$ cat config.mk
export PLATFORM = sky130hd
export DESIGN_NAME = ata_taskfile_seq
export DESIGN_NICKNAME = d
export VERILOG_FILES = /design/src/rtl/ata_seq_pkg.sv /design/src/rtl/ata_seq_cmd_enc.sv /design/src/rtl/ata_seq_byte_sel.sv /design/src/rtl/ata_taskfile_seq.sv
export SDC_FILE = /design/constraint.sdc
export NUM_CORES = 1
export LEC_CHECK = 0
export ABC_AREA = 1
export BUFFER_PORTS_ARGS = -buffer_cell sky130_fd_sc_hd__buf_2
export CORE_ASPECT_RATIO = 2
export CORE_UTILIZATION = 45
export DETAILED_ROUTE_END_ITERATION = 10
export PLACE_DENSITY_LB_ADDON = 0.2
export SYNTH_ARGS = -nofsm -noshare
export SYNTH_HDL_FRONTEND = slang
export SYNTH_SLANG_ARGS = --single-unit
export TNS_END_PERCENT = 1
$ cat constraint.sdc
create_clock -name clk -period 1.6 [get_ports clk]
set_clock_uncertainty 0.1 [all_clocks]
set_input_delay 0.08 -clock clk [delete_from_list [all_inputs] [get_ports clk]]
set_output_delay 0.08 -clock clk [all_outputs]
set_load 0.01 [all_outputs]
$ cat src/rtl/ata_seq_pkg.sv
package ata_seq_pkg;

    typedef enum logic [2:0] {
        ST_IDLE,
        ST_FEAT,
        ST_COUNT,
        ST_LBA_LO,
        ST_LBA_MID,
        ST_LBA_HI,
        ST_DEV,
        ST_CMD
    } seq_state_e;

    localparam int REG_AW = 3;

    localparam logic [REG_AW-1:0] REG_FEAT    = 3'd1;
    localparam logic [REG_AW-1:0] REG_COUNT   = 3'd2;
    localparam logic [REG_AW-1:0] REG_LBA_LO  = 3'd3;
    localparam logic [REG_AW-1:0] REG_LBA_MID = 3'd4;
    localparam logic [REG_AW-1:0] REG_LBA_HI  = 3'd5;
    localparam logic [REG_AW-1:0] REG_DEV     = 3'd6;
    localparam logic [REG_AW-1:0] REG_CMD     = 3'd7;

    localparam logic [7:0] DEV_FIXED = 8'hE0;
    localparam logic [7:0] DEV_ONE   = 8'h10;

    localparam logic [7:0] OPC_RD28  = 8'h20;
    localparam logic [7:0] OPC_RD48  = 8'h24;
    localparam logic [7:0] OPC_WR28  = 8'h30;
    localparam logic [7:0] OPC_WR48  = 8'h34;
    localparam logic [7:0] OPC_IDENT = 8'hEC;

endpackage

$ cat src/rtl/ata_seq_cmd_enc.sv
module ata_seq_cmd_enc
    import ata_seq_pkg::*;
(
    input  logic [1:0] op,
    input  logic       ext,
    output logic [7:0] cmd_byte
);
    always_comb begin
        unique case (op)
            2'd0:    cmd_byte = ext ? OPC_RD48 : OPC_RD28;
            2'd1:    cmd_byte = ext ? OPC_WR48 : OPC_WR28;
            default: cmd_byte = OPC_IDENT;
        endcase
    end
endmodule

$ cat src/rtl/ata_seq_byte_sel.sv
module ata_seq_byte_sel
    import ata_seq_pkg::*;
#(
    parameter int LBA_W = 48,
    parameter int CNT_W = 16
) (
    input  seq_state_e        state,
    input  logic              hi_half,
    input  logic              ext,
    input  logic              dev1,
    input  logic [LBA_W-1:0]  lba,
    input  logic [CNT_W-1:0]  count,
    input  logic [7:0]        cmd_byte,
    output logic [REG_AW-1:0] addr,
    output logic [7:0]        data
);
    logic [7:0] dev_byte;

    always_comb begin
        dev_byte = DEV_FIXED | (dev1 ? DEV_ONE : 8'h00);
        if (!ext) dev_byte[3:0] = lba[27:24];
    end

    always_comb begin
        unique case (state)
            ST_FEAT: begin
                addr = REG_FEAT;
                data = 8'h00;
            end
            ST_COUNT: begin
                addr = REG_COUNT;
                data = hi_half ? count[15:8] : count[7:0];
            end
            ST_LBA_LO: begin
                addr = REG_LBA_LO;
                data = hi_half ? lba[31:24] : lba[7:0];
            end
            ST_LBA_MID: begin
                addr = REG_LBA_MID;
                data = hi_half ? lba[39:32] : lba[15:8];
            end
            ST_LBA_HI: begin
                addr = REG_LBA_HI;
                data = hi_half ? lba[47:40] : lba[23:16];
            end
            ST_DEV: begin
                addr = REG_DEV;
                data = dev_byte;
            end
            ST_CMD: begin
                addr = REG_CMD;
                data = cmd_byte;
            end
            default: begin
                addr = '0;
                data = 8'h00;
            end
        endcase
    end
endmodule

$ cat src/rtl/ata_taskfile_seq.sv
module ata_taskfile_seq
    import ata_seq_pkg::*;
#(
    parameter int LBA_W = 48,
    parameter int CNT_W = 16
) (
    input  logic              clk,
    input  logic              rst_n,
    input  logic              start_i,
    input  logic [LBA_W-1:0]  lba_i,
    input  logic [CNT_W-1:0]  count_i,
    input  logic [1:0]        op_i,
    input  logic              ext_i,
    input  logic              dev1_i,
    output logic              beat_valid_o,
    input  logic              beat_ready_i,
    output logic [REG_AW-1:0] beat_addr_o,
    output logic [7:0]        beat_data_o,
    output logic              done_o
);
    seq_state_e        state_q, state_d;
    logic              half_q, half_d;
    logic              done_q, done_d;
    logic [LBA_W-1:0]  lba_q;
    logic [CNT_W-1:0]  cnt_q;
    logic [1:0]        op_q;
    logic              ext_q, dev1_q;
    logic              take;
    logic              accept;
    logic [7:0]        cmd_byte;

    assign take   = (state_q == ST_IDLE) && start_i;
    assign accept = (state_q != ST_IDLE) && beat_ready_i;

    // next state
    always_comb begin
        state_d = state_q;
        half_d  = half_q;
        done_d  = 1'b0;
        unique case (state_q)
            ST_IDLE: begin
                if (start_i) begin
                    state_d = ST_FEAT;
                    half_d  = ext_i;
                end
            end
            ST_FEAT, ST_COUNT, ST_LBA_LO, ST_LBA_MID, ST_LBA_HI: begin
                if (accept) begin
                    if (half_q) begin
                        half_d = 1'b0;
                    end else begin
                        unique case (state_q)
                            ST_FEAT:    state_d = ST_COUNT;
                            ST_COUNT:   state_d = ST_LBA_LO;
                            ST_LBA_LO:  state_d = ST_LBA_MID;
                            ST_LBA_MID: state_d = ST_LBA_HI;
                            default:    state_d = ST_DEV;
                        endcase
                        half_d = (state_q == ST_LBA_HI) ? 1'b0 : ext_q;
                    end
                end
            end
            ST_DEV: begin
                if (accept) state_d = ST_CMD;
            end
            ST_CMD: begin
                if (accept) begin
                    state_d = ST_IDLE;
                    done_d  = 1'b1;
                end
            end
            default: state_d = ST_IDLE;
        endcase
    end

    // state register
    always_ff @(posedge clk) begin
        if (!rst_n) begin
            state_q <= ST_IDLE;
            half_q  <= 1'b0;
            done_q  <= 1'b0;
            lba_q   <= '0;
            cnt_q   <= '0;
            op_q    <= '0;
            ext_q   <= 1'b0;
            dev1_q  <= 1'b0;
        end else begin
            state_q <= state_d;
            half_q  <= half_d;
            done_q  <= done_d;
            if (take) begin
                lba_q  <= lba_i;
                cnt_q  <= count_i;
                op_q   <= op_i;
                ext_q  <= ext_i;
                dev1_q <= dev1_i;
            end
        end
    end

    ata_seq_cmd_enc u_cmd (
        .op       (op_q),
        .ext      (ext_q),
        .cmd_byte (cmd_byte)
    );

    // outputs
    ata_seq_byte_sel #(.LBA_W(LBA_W), .CNT_W(CNT_W)) u_sel (
        .state    (state_q),
        .hi_half  (half_q),
        .ext      (ext_q),
        .dev1     (dev1_q),
        .lba      (lba_q),
        .count    (cnt_q),
        .cmd_byte (cmd_byte),
        .addr     (beat_addr_o),
        .data     (beat_data_o)
    );

    always_comb begin
        beat_valid_o = (state_q != ST_IDLE);
        done_o       = done_q;
    end
endmodule

==> flow_summary.yaml, run 1 <==
floorplan:
  die_height_um: 127
  initial_core_util_pct: 46.5
  rows: 45
  boundaryPins: 85
  core_mm2: 0.00760
  die_area_mm2: 0.00823
  die_x_um: 64.7
global_routing:
  grt_pass1_wl_um: 18800
  grt_usage_pct: 31.1
  gr-total-overflow: 0
  antenna_found_initial: 0
  grt_pass1_vias: 3944
  grt_max_degree: 74
critical_path:
  rr_worst_depth: 9
  regToRegSetupSlack_ps: -120
  critPathMaxFanout: 20
  rr_endpoint: "cnt_q[3]"
  worstPathArrival_ps: 1670
  endpoint: "beat_data_o[1]"
  cp-startpoint: "half_q"
  path_class: "reg -> out"
  critPathCaptureType: "output pin"
  required_ps: 1420
  cp-start-kind: "flop"
  r2r-start: "state_q[1]"
clocking:
  clock-sinks: 73
  clock_latency_ps: 330
  clk_path_buf_depth: 2
  htreeDepth: 3
  clkTransAtPathRegs_ps: 60
  numCtsBuffers: 9
  cts-root-buf: "clkbuf_16"
  cts_tree: "yes"
synth:
  synth_top_family_by_area: "simple AND/OR/NAND/NOR gates"
  avgSynthCellArea_um2: 6.82
  syn-num-nets: 594
  syn_inst: 518
  synth_top_cell_by_area: "dfxtp_1"
  synthTopCellsByArea: "dfxtp_1, o21ai_0, nand2_1, nor2_1, a21oi_1"
  yosys_warnings: 0
  synth_compound_area_share_pct: 20.1
  post_synth_num_cell_types: 28
  synthSimpleGateAreaFrac_pct: 25.6
  seq_area_frac_synth_pct: 41.4
  syn_area_mm2: 0.00353
  synthAdderAreaFrac_pct: 1.42
  netlist.area_leader.share_pct: 41.4
  synthXorXnorAreaFrac_pct: 0
  synth_seq_cells: 73
  synthMuxAreaShare_pct: 0
routing:
  ant_nets: 0
  vias: 4021
  drt-total-wl_um: 12100
  via_per_inst: 5.14
  route.detailed.drc: 0
  wl_per_cell_um: 15.5
  dr.pass1.iters: 4
  drtIter0Drc: 149
sta:
  fin_crit_sh_pct: 116
  setup_violations: 49
  drv_slew: 0
  fmax_mhz: 539
  rsz0062_at_grt: "true"
  setup_slack_ps: -254
  hold_slack_ps: 110
  worst_pin_slew_ps: 329
  slew_headroom_pct: 78.1
  report.final.hold_viol_count: 0
  period_needed_ps: 1850
pwr:
  internal_power_mw: 5.13
  ir_drop_uv: 1110
  power_frac_clock_pct: 25.8
  pwr-share-seq_pct: 32.1
  combinationalPowerShare_pct: 42.0
  switching_share_pct: 37.4
  p_total_mw: 8.20
  power_switching_mw: 3.06
  powerDensity_mw_per_mm2: 1510
  p_leak_nw: 2.48
status:
  status: "finished with violations"
  violations: "negative setup slack"
hold_path:
  min_path_type: "in -> reg"
  hold_depth: 4
final_layout:
  diodes: 0
  synthToLayoutAreaGrowth_pct: 53.9
  drive_above_1_share_pct: 28.5
  fillers: 647
  layout.nets: 760
placed_design:
  dp_hpwl_um: 7880
  port_buffers: 84
  gp_congestion: 0.937
job:
  drv_cap: 0
per-layer routing:
layer	global-route usage [%]	wire length (um)
met1	29.6	4240
met2	58.0	6760
met3	4.91	427
met4	22.1	692
met5	0	0
through the flow:
step	util [%]	TNS, ps	setup slack [ps]	cells	area, um2
floorplan	-	0	92.6	518	3540
finish	71.5	-2950	-254	782	5440
global placement	54.8	-244	-62.3	693	4170
CTS	70.2	-3010	-230	780	5330
detailed placement	54.8	-311	-84.5	693	4170
global route	71.5	-8770	-335	782	5440
critical path: stages, from the launching register on:
cell	delay, ps
dfxtp_4	410
buf_12	160
clkinvlp_4	140
buf_4	160
nand3_1	80
nand2_1	60
nor2_2	110
a21oi_1	70
buf_2	140
placed cells by master (no fill, tap or decap), drive strengths merged:
cell         count
bufinv           2
buf            118
nand3b           1
inv             48
nand2          103
o211ai           1
clkinv           2
a31oi            1
a21oi           37
o22ai            1
dlygate4sd3     68
o21ai          101
dfxtp           73
ha               4
clkinvlp         2
nor3             5
nand3           16
nor2            95
clkbuf          10
power by group through the flow:
stage	sequential (mW)	combinational, mW	clock, mW
after global routing	2.68	3.79	2.21
after floorplan	2.53	1.98	0
after CTS	2.62	3.30	2.15
final	2.63	3.45	2.12
after global placement	2.62	2.85	0
after detailed placement	2.63	2.88	0
layout make-up:
class | instances | area [um2] | area share [%]
Clock inverter | 5 | 81.3 | 1.50
Inverter | 49 | 198 | 3.64
Tap cell | 94 | 118 | 2.16
Clock buffer | 10 | 229 | 4.21
Sequential cell | 73 | 1480 | 27.2
Multi-Input combinational cell | 365 | 1840 | 33.9
Timing Repair Buffer | 186 | 1490 | 27.4
worst min-delay path by stage:
stage / from / end / slack, ps
floorplan: count_i[10] / cnt_q[10] / 110
global placement: lba_i[39] / lba_q[39] / 200
detailed placement: lba_i[40] / lba_q[40] / 210
CTS: beat_ready_i / done_o / 100
global route: beat_ready_i / done_o / 120
finish: beat_ready_i / done_o / 110
kinds of logic after synthesis:
kind of cell | after synthesis
AND/OR/NAND/NOR | 220
AO/OA/AOI/OAI | 141
buffers and inverters | 80
adder cells (fa/ha/maj) | 4
flip-flops | 73
repair_timing:
| action | in CTS | in global routing |
|---|---|---|
| pin swaps | 10 | 2 |
| endpoints found under the setup margin | 19 | 80 |
| gates resized for setup | 54 | 28 |
| setup buffers | 3 | 2 |
| hold endpoints to repair | 68 | 0 |
| hold buffers | 68 | 0 |
| cloned | 1 | 0 |
cell usage after synthesis (all sizes together):
library cell and number:
nor3 5, nand2 103, a21oi 37, o22ai 1, dfxtp 73, a31oi 1
inv 49, nand3b 1, o21ai 101, nor2 95, ha 4, buf 17
nand3 16, clkbuf 14, o211ai 1
flip-flops by register name, summed over array words and instances, names as in the netlist:
name     count
cnt_q       16
done_o       1
ext_q        1
half_q       1
dev1_q       1
op_q         2
lba_q       48
state_q      3
Note: power is estimated with default switching activity, not from simulation.
==> run 2, diff against run 1 <==
==> constraint.sdc (replaced) <==
create_clock -name clk -period 1.6 [get_ports clk]
set_clock_uncertainty 0.1 [all_clocks]
set_input_delay 0.32 -clock clk [delete_from_list [all_inputs] [get_ports clk]]
set_output_delay 0.32 -clock clk [all_outputs]
set_load 0.01 [all_outputs]
==> run 2 against run 1 <==
Effect of this change:
- the flow still finishes with violations (negative setup slack)
- die area unchanged
- maximum frequency down 12%
- final cell count down 7.3%
- first-iteration DRC count up 11%
- via count down 9.3%
==> flow_summary.yaml, run 2 (same netlist as run 1, synthesis figures left out) <==
clocking:
  clk_path_buf_depth: 2
  htreeDepth: 3
  cts-root-buf: "clkbuf_16"
  numCtsBuffers: 9
  clock-sinks: 73
  cts_tree: "yes"
  clock_latency_ps: 330
  clkTransAtPathRegs_ps: 60
final_layout:
  diodes: 0
  largest_register_ffs: 48
  fillers: 753
  top_register: "lba_q"
  layout_common_cells: "nand2_1, nor2_1, buf_2, dfxtp_1, o21ai_0"
  drive_above_1_share_pct: 28.8
  layout.nets: 702
  synthToLayoutAreaGrowth_pct: 34.0
  top_regs: "lba_q (48), cnt_q (16), state_q (3)"
  final_util_pct: 62.3
  mostFrequentLayoutCell: "nand2_1"
global_routing:
  gr-total-overflow: 0
  grt_max_degree: 40
  grt_pass1_wl_um: 17000
  grt_usage_pct: 28.0
  antenna_found_initial: 0
  grt_pass1_vias: 3608
critical_path:
  rr_worst_depth: 9
  endpoint: "beat_data_o[5]"
  cp-startpoint: "state_q[2]"
  worstPathArrival_ps: 1680
  cp-start-kind: "flop"
  r2r-start: "state_q[1]"
  path_class: "reg -> out"
  rr_endpoint: "half_q"
  critPathCaptureType: "output pin"
  critPathMaxFanout: 8
  required_ps: 1180
  regToRegSetupSlack_ps: -140
hold_path:
  min_path_type: "in -> reg"
routing:
  dr.pass1.iters: 4
  wl_per_cell_um: 14.8
  ant_nets: 0
  route.detailed.drc: 0
  drtIter0Drc: 165
  drt-total-wl_um: 10700
  via_per_inst: 5.03
  vias: 3646
pwr:
  switching_share_pct: 36.5
  p_leak_nw: 2.24
  power_switching_mw: 3.01
  powerDensity_mw_per_mm2: 1740
  pwr-share-seq_pct: 32.0
  combinationalPowerShare_pct: 40.1
  ir_drop_uv: 1100
  internal_power_mw: 5.25
  power_frac_clock_pct: 28.0
sta:
  worst_pin_slew_ps: 349
  setup_slack_ps: -496
  drv_slew: 0
  slew_headroom_pct: 76.8
  setup_violations: 17
  report.final.hold_viol_count: 0
  period_needed_ps: 2100
  rsz0062_at_grt: "true"
  fin_crit_sh_pct: 131
  fmax_mhz: 477
floorplan:
  die_x_um: 64.7
  core_mm2: 0.00760
  die_height_um: 127
  rows: 45
  initial_core_util_pct: 46.5
  die_area_mm2: 0.00823
  boundaryPins: 85
status:
  violations: "negative setup slack"
  status: "finished with violations"
placed_design:
  port_buffers: 84
  dp_slack_ps: -205
  gp_congestion: 0.953
  dp_hpwl_um: 8080
job:
  drv_cap: 0
==> run 2: changes by cell type in the layout (fill, tap and decap cells not counted), moves of 3 or more <==
cell           previous run  this run
buf_12                    8         5
inv_6                     0         3
dlygate4sd3_1            68         0
o21ai_2                  19         4
nand2_2                  10         7
nor2_2                   10         5
nand2_1                  92        95
o21ai_1                  19        32
buf_4                    21        35
nor2_1                   82        88
==> run 2: how the worst min path moves through the flow <==
stage / startpoint / endpoint / slack (ps) / cells after the start
global placement: lba_q[20] / lba_q[20] / 330 / 2
global route: lba_i[24] / lba_q[24] / 110 / 3
floorplan: lba_q[16] / lba_q[16] / 320 / 2
finish: count_i[15] / cnt_q[15] / 100 / 3
detailed placement: lba_q[12] / lba_q[12] / 340 / 2
CTS: count_i[15] / cnt_q[15] / 100 / 3
==> run 2: worst max-delay path, stage by stage (launching register included) <==
cell and delay (ps):
dfxtp_4 380, buf_6 140, nor3_4 320, buf_4 170
nand2_2 40, a21oi_1 130, buf_2 150
==> run 2: final cells by class <==
type                            instances  area [um2]  area share, %
Timing Repair Buffer                  128         856           18.1
Multi-Input combinational cell        365        1750           37.0
Sequential cell                        73        1480           31.2
Clock inverter                          6         113           2.38
Tap cell                               94         118           2.48
Clock buffer                           10         229           4.83
Inverter                               49         194           4.10
==> run 2: timing repair <==
item                                    CTS  global route
cloned                                    1             0
endpoints found under the setup margin   57            61
setup buffers                             2             1
pin swaps                                 9             5
gates resized for setup                  42             9
hold buffers                              0             0
==> run 2: power by group through the flow <==
| stage | Clock, mW | Combinational [mW] | Sequential [mW] |
|---|---|---|---|
| 2_1_floorplan | 0 | 2.00 | 2.53 |
| 3_3_place_gp | 0 | 2.99 | 2.64 |
| 3_5_place_dp | 0 | 3.01 | 2.64 |
| 4_1_cts | 2.33 | 3.29 | 2.63 |
| 5_1_grt | 2.43 | 3.67 | 2.69 |
| 6_report | 2.31 | 3.31 | 2.64 |
==> run 2: per-layer routing <==
metal | GRT usage [%] | vias up | wire length (um)
li1 | - | 1880 | -
met1 | 28.3 | 1642 | 4050
met2 | 51.4 | 89 | 5820
met3 | 4.91 | 35 | 303
met4 | 17.5 | 0 | 557
met5 | 0 | - | 0
==> run 2: per-stage QoR <==
stage          setup TNS, ps  hold slack (ps)  cell area, um2  power [mW]  instances
3_3_place_gp           -2590              332            4230        5.63        705
2_1_floorplan              0              324            3550        4.53        518
4_1_cts                -4750             99.5            4710        8.26        724
3_5_place_dp           -2600              338            4230        5.66        705
6_report               -4910              100            4740        8.26        725
5_1_grt                -7970              109            4740        8.78        725
